File: src/rtl/decade_pkg.sv
package decade_pkg;
  localparam int RING_LEN_DEF    = 5;
  localparam int SYNC_STAGES_DEF = 2;
endpackage

File: src/rtl/decade_edge_sync.sv
module decade_edge_sync #(
  parameter int STAGES      = 2,
  parameter bit DETECT_RISE = 1'b1
) (
  input  logic clk,
  input  logic rst,
  input  logic raw_i,
  output logic level_o,
  output logic edge_o
);
  // pipe[STAGES-1] is the synchronized level, pipe[STAGES] the prior sample
  logic [STAGES:0] pipe;

  always_ff @(posedge clk or posedge rst) begin
    if (rst) pipe <= '0;
    else     pipe <= {pipe[STAGES-1:0], raw_i};
  end

  assign level_o = pipe[STAGES-1];

  generate
    if (DETECT_RISE) begin : g_rise
      assign edge_o = pipe[STAGES-1] & ~pipe[STAGES];
    end else begin : g_fall
      assign edge_o = ~pipe[STAGES-1] & pipe[STAGES];
    end
  endgenerate
endmodule

File: src/rtl/decade_ring_next.sv
module decade_ring_next #(
  parameter int RING_LEN = 5
) (
  input  logic [RING_LEN-1:0] cur_i,
  output logic [RING_LEN-1:0] nxt_o
);
  // Twisted shift: stage 0 takes the inverted top bit.
  assign nxt_o[0] = ~cur_i[RING_LEN-1];

  generate
    for (genvar i = 1; i < RING_LEN; i++) begin : g_stage
      if (i == 2) begin : g_fix
        // A lone 1 in stage 1 (stages 0 and 2 both 0) never occurs in a
        // legal state; dropping it breaks every illegal orbit.
        assign nxt_o[i] = cur_i[1] & (cur_i[2] | cur_i[0]);
      end else begin : g_plain
        assign nxt_o[i] = cur_i[i-1];
      end
    end
  endgenerate
endmodule

File: src/rtl/decade_ring_reg.sv
module decade_ring_reg #(
  parameter int RING_LEN = 5
) (
  input  logic                clk,
  input  logic                rst,
  input  logic                adv_i,
  output logic [RING_LEN-1:0] ring_o
);
  logic [RING_LEN-1:0] ring_q;
  logic [RING_LEN-1:0] ring_nxt;

  decade_ring_next #(.RING_LEN(RING_LEN)) i_next (
    .cur_i (ring_q),
    .nxt_o (ring_nxt)
  );

  always_ff @(posedge clk or posedge rst) begin
    if (rst)        ring_q <= '0;
    else if (adv_i) ring_q <= ring_nxt;
  end

  assign ring_o = ring_q;


  ring_hold_chk: assert property (@(posedge clk) disable iff (rst)
    !adv_i |=> $stable(ring_q));


  ring_step_chk: assert property (@(posedge clk) disable iff (rst)
    adv_i |=> ring_q == {$past(ring_q[RING_LEN-2:0]), ~$past(ring_q[RING_LEN-1])});
endmodule

File: src/rtl/decade_ring_decode.sv
module decade_ring_decode #(
  parameter int RING_LEN = 5,
  localparam int NUM_STATES = 2 * RING_LEN
) (
  input  logic [RING_LEN-1:0]   ring_i,
  output logic [NUM_STATES-1:0] dec_o,
  output logic                  upper_n_o
);
  generate
    for (genvar k = 0; k < NUM_STATES; k++) begin : g_dec
      if (k == 0) begin : g_zero
        assign dec_o[k] = ~ring_i[RING_LEN-1] & ~ring_i[0];
      end else if (k == RING_LEN) begin : g_full
        assign dec_o[k] = ring_i[RING_LEN-1] & ring_i[0];
      end else if (k < RING_LEN) begin : g_fill
        assign dec_o[k] = ring_i[k-1] & ~ring_i[k];
      end else begin : g_drain
        assign dec_o[k] = ~ring_i[k-RING_LEN-1] & ring_i[k-RING_LEN];
      end
    end
  endgenerate

  assign upper_n_o = ~ring_i[RING_LEN-1];
endmodule

File: src/rtl/decade_johnson_counter.sv
module decade_johnson_counter
  import decade_pkg::*;
#(
  parameter int RING_LEN    = RING_LEN_DEF,
  parameter int SYNC_STAGES = SYNC_STAGES_DEF,
  localparam int NUM_STATES = 2 * RING_LEN
) (
  input  logic                  clk,
  input  logic                  rst,
  input  logic                  step_rise_i,
  input  logic                  step_fall_n_i,
  output logic [NUM_STATES-1:0] state_dec_o,
  output logic                  upper_half_n_o
);
  logic rise_lvl, rise_edge;
  logic fall_lvl, fall_edge;
  logic advance;
  logic [RING_LEN-1:0] ring;

  decade_edge_sync #(.STAGES(SYNC_STAGES), .DETECT_RISE(1'b1)) i_rise_sync (
    .clk     (clk),
    .rst     (rst),
    .raw_i   (step_rise_i),
    .level_o (rise_lvl),
    .edge_o  (rise_edge)
  );

  decade_edge_sync #(.STAGES(SYNC_STAGES), .DETECT_RISE(1'b0)) i_fall_sync (
    .clk     (clk),
    .rst     (rst),
    .raw_i   (step_fall_n_i),
    .level_o (fall_lvl),
    .edge_o  (fall_edge)
  );

  // Each count input is gated by the synchronized level of the other;
  // a double event in one sample still yields a single advance.
  assign advance = (rise_edge & ~fall_lvl) | (fall_edge & rise_lvl);

  decade_ring_reg #(.RING_LEN(RING_LEN)) i_ring (
    .clk    (clk),
    .rst    (rst),
    .adv_i  (advance),
    .ring_o (ring)
  );

  decade_ring_decode #(.RING_LEN(RING_LEN)) i_decode (
    .ring_i    (ring),
    .dec_o     (state_dec_o),
    .upper_n_o (upper_half_n_o)
  );


  reset_state_chk: assert property (@(posedge clk)
    rst |-> (state_dec_o == NUM_STATES'(1) && upper_half_n_o));


  one_hot_chk: assert property (@(posedge clk) disable iff (rst)
    $countones(state_dec_o) == 1);


  upper_half_chk: assert property (@(posedge clk) disable iff (rst)
    upper_half_n_o == ~(|state_dec_o[NUM_STATES-1:RING_LEN]));


  wrap_rise_chk: assert property (@(posedge clk) disable iff (rst)
    $rose(upper_half_n_o) |-> state_dec_o[0]);
endmodule

File: config.mk
export PLATFORM = sky130hd
export DESIGN_NAME = decade_johnson_counter
export DESIGN_NICKNAME = d
export VERILOG_FILES = /design/src/rtl/decade_pkg.sv /design/src/rtl/decade_edge_sync.sv /design/src/rtl/decade_ring_next.sv /design/src/rtl/decade_ring_reg.sv /design/src/rtl/decade_ring_decode.sv /design/src/rtl/decade_johnson_counter.sv
export SDC_FILE = /design/constraint.sdc
export NUM_CORES = 1
export LEC_CHECK = 0
export ABC_AREA = 1
export BUFFER_PORTS_ARGS = -buffer_cell sky130_fd_sc_hd__buf_2
export CAP_MARGIN = 5
export CORE_AREA = 4 4 41 43
export CTS_CLUSTER_SIZE = 8
export DETAILED_ROUTE_END_ITERATION = 7
export DIE_AREA = 0 0 45 47
export GPL_TIMING_DRIVEN = 0
export PLACE_DENSITY = 0.55
export RECOVER_POWER = 25
export SLEW_MARGIN = 15
export SYNTH_ARGS = -nofsm -noshare
export SYNTH_HDL_FRONTEND = slang
export SYNTH_SLANG_ARGS = --single-unit
File: constraint.sdc
create_clock -name clk -period 1.8 [get_ports clk]
set_input_delay 0.36 -clock clk [delete_from_list [all_inputs] [get_ports clk]]
set_output_delay 0.36 -clock clk [all_outputs]
set_load 0.01 [all_outputs]
==> qor.yml <==
logic_synthesis:
  ys_ff_latch: 11
  ys_top_cells_by_area: "dfrtp_1, nand2_1, nor2_1, inv_1, nand3_1"
  avgSynthCellArea_um2: 8.42
  synthCells: 55
  synth_nets: 59
  ys_warn_count: 0
  ys_types: 10
  syn_area_um2: 463
  synth_top_area_share: 0.595
  yosys.area.top_type: "dfrtp_1"
  ys_seq_area_frac: 0.595
worst_setup_path:
  cp_max_fo: 6
  r2r-end: "i_ring.ring_o[2]"
  arrival_ns: 1.02
  critPathCaptureType: "output port"
  r2r_start: "i_fall_sync.pipe[1]"
  required_ns: 1.44
  r2r_slack_ns: 0.89
  start_kind: "register"
  r2r_cells: 4
  critical_path_class: "register to output port"
placed_design:
  hpwlAfterDp_um: 682
  place_area_um2: 552
  port_buffers: 14
  dp_cells: 84
  place_congestion: 0.730
worst_hold_path:
  hp-class: "input port to async pin"
die:
  die_x_um: 45
  row_count: 13
  start_util: 0.356
  io_pins: 15
  core-area_um2: 1300
  die_area_um2: 2120
  die-height_um: 47
layout:
  finalInstanceArea_um2: 579
  n_fill_cell: 147
  final_cells: 88
  multi_input_area_um2: 146
  areaGrowthSynthToFinish_pct: 25.1
  antenna_cells: 0
  fin_nets: 78
  layout.area.seq_um2: 275
  drive_gt1_frac: 0.315
route:
  drc_errors: 0
  drt-total-wl_um: 906
  first_pass_iters: 4
  routedWlPerCell_um: 10.3
  via_per_inst: 4.31
  drt-initial-drc-count: 10
  num_vias: 379
  final_antenna_net_count: 0
cts:
  clk_pin_slew_ns: 0.07
  cts.path.max_buffers: 2
  numClockSinks: 11
  cts_hold_buf: 0
  clk-insertion-delay-late_ns: 0.27
  cts_tree: "yes"
  cts_repair_resize_count: 0
  postCtsSetupRepairBufs: 0
  cts_root_buffer: "clkbuf_4"
  htree_levels: 1
  cts_buffers: 3
sta:
  worst_hold_slack_ns: 0.0627
  skew_ns: 0.00301
  fmax_mhz: 723
  slew_headroom: 0.735
  tightest_slew_ns: 0.398
  rsz0062_at_grt: "no"
  setup_violations: 0
  slew_violations: 0
  final_hold_viol_count: 0
  fin_tns_setup_ns: 0
  timing.final.crit_share: 0.769
  min_period_ns: 1.38
job:
  drv_cap: 0
pwr:
  ir_worst_vdd_mv: 0.435
  total_power_w: 0.000659
  p_per_area_nw_per_um2: 1140
  power.leakage_nw: 0.349
global_route:
  overflow: 0
  grt_start_max_net_pins: 12
  grt_pass1_wl_um: 1580
  grt_usage: 0.108
  grt_pass1_vias: 365
  antenna_found_initial: 0
status:
  outcome: "completed"
==> area by class of cell <==
cell class                 instances  area share
timing repair buffer              14       0.121
inverter                          11      0.0713
tap                               15      0.0324
multi-input combinational         33       0.253
clock inverter                     1     0.00864
clock buffer                       3      0.0389
sequential                        11       0.475
==> through the flow <==
stage           util  setup slack [ns]
6_report       0.445             0.417
5_1_grt        0.445             0.290
3_3_place_gp   0.424             0.723
3_5_place_dp   0.424             0.710
2_1_floorplan      -             0.817
4_1_cts        0.445             0.407
==> worst max-delay path, cell delays in order (launching register included) <==
cell	delay (ns)
dfrtp_1	0.46
inv_1	0.08
nor2_1	0.08
buf_2	0.13
==> sequential cells by signal, summed over array words and instances, names as in the netlist <==
register and cells:
i_fall_sync.pipe 3, i_rise_sync.pipe 3, i_ring.ring_o 5
==> Yosys cell counts <==
| cell type | n |
|---|---|
| inv_1 | 8 |
| clkinv_1 | 1 |
| nand2_2 | 1 |
| nand3_1 | 4 |
| nand2_4 | 1 |
| inv_2 | 2 |
| dfrtp_1 | 11 |
| nor2_1 | 13 |
| nor2_4 | 1 |
| nand2_1 | 13 |
==> cell usage in the layout, fill, tap and decap left out <==
cell type | Yosys | layout
clkinv_1 | 1 | 1
nand2_4 | 1 | 1
buf_2 | 0 | 14
nand3_1 | 4 | 4
nand2_2 | 1 | 1
nor2_1 | 13 | 13
clkbuf_4 | 0 | 3
clkinv_2 | 0 | 1
inv_2 | 2 | 2
dfrtp_1 | 11 | 11
inv_1 | 8 | 8
nand2_1 | 13 | 13
nor2_4 | 1 | 1
==> worst max path at each step <==
stage / end / startpoint / slack (ns) / cells after the start
3_5_place_dp: state_dec_o[3] / i_ring.ring_o[2] / 0.71 / 3
4_1_cts: state_dec_o[3] / i_ring.ring_o[2] / 0.41 / 3
6_report: state_dec_o[7] / i_ring.ring_o[2] / 0.42 / 3
5_1_grt: state_dec_o[7] / i_ring.ring_o[2] / 0.29 / 3
2_1_floorplan: state_dec_o[9] / i_ring.ring_o[4] / 0.82 / 2
3_3_place_gp: state_dec_o[3] / i_ring.ring_o[2] / 0.72 / 3
==> kinds of logic (layout without fill, tap and decap cells) <==
logic type             count (synthesis)  count (layout)  share of synthesized area
DFF                                   11              11                      0.595
and+or+nand+nor                       33              33                      0.316
buffers and inverters                 11              29                     0.0892
==> layer usage <==
metal / vias to the layer above / wire length [um] / global-route usage
met3: 2 / 53 / 0.0575
met2: 8 / 431 / 0.153
li1: 198 / - / -
met4: 0 / 8 / 0.0526
met5: - / 0 / 0
met1: 171 / 412 / 0.134
==> power by group <==
group	leakage [nW]	switching [W]	internal, W	total [W]
clock	0.0177	0.0000813	0.0000822	0.000163
sequential	0.134	0.0000431	0.000279	0.000322
combinational	0.198	0.000103	0.0000705	0.000173
total	0.349	0.000227	0.000432	0.000659
(Power assumes the default switching activity.)
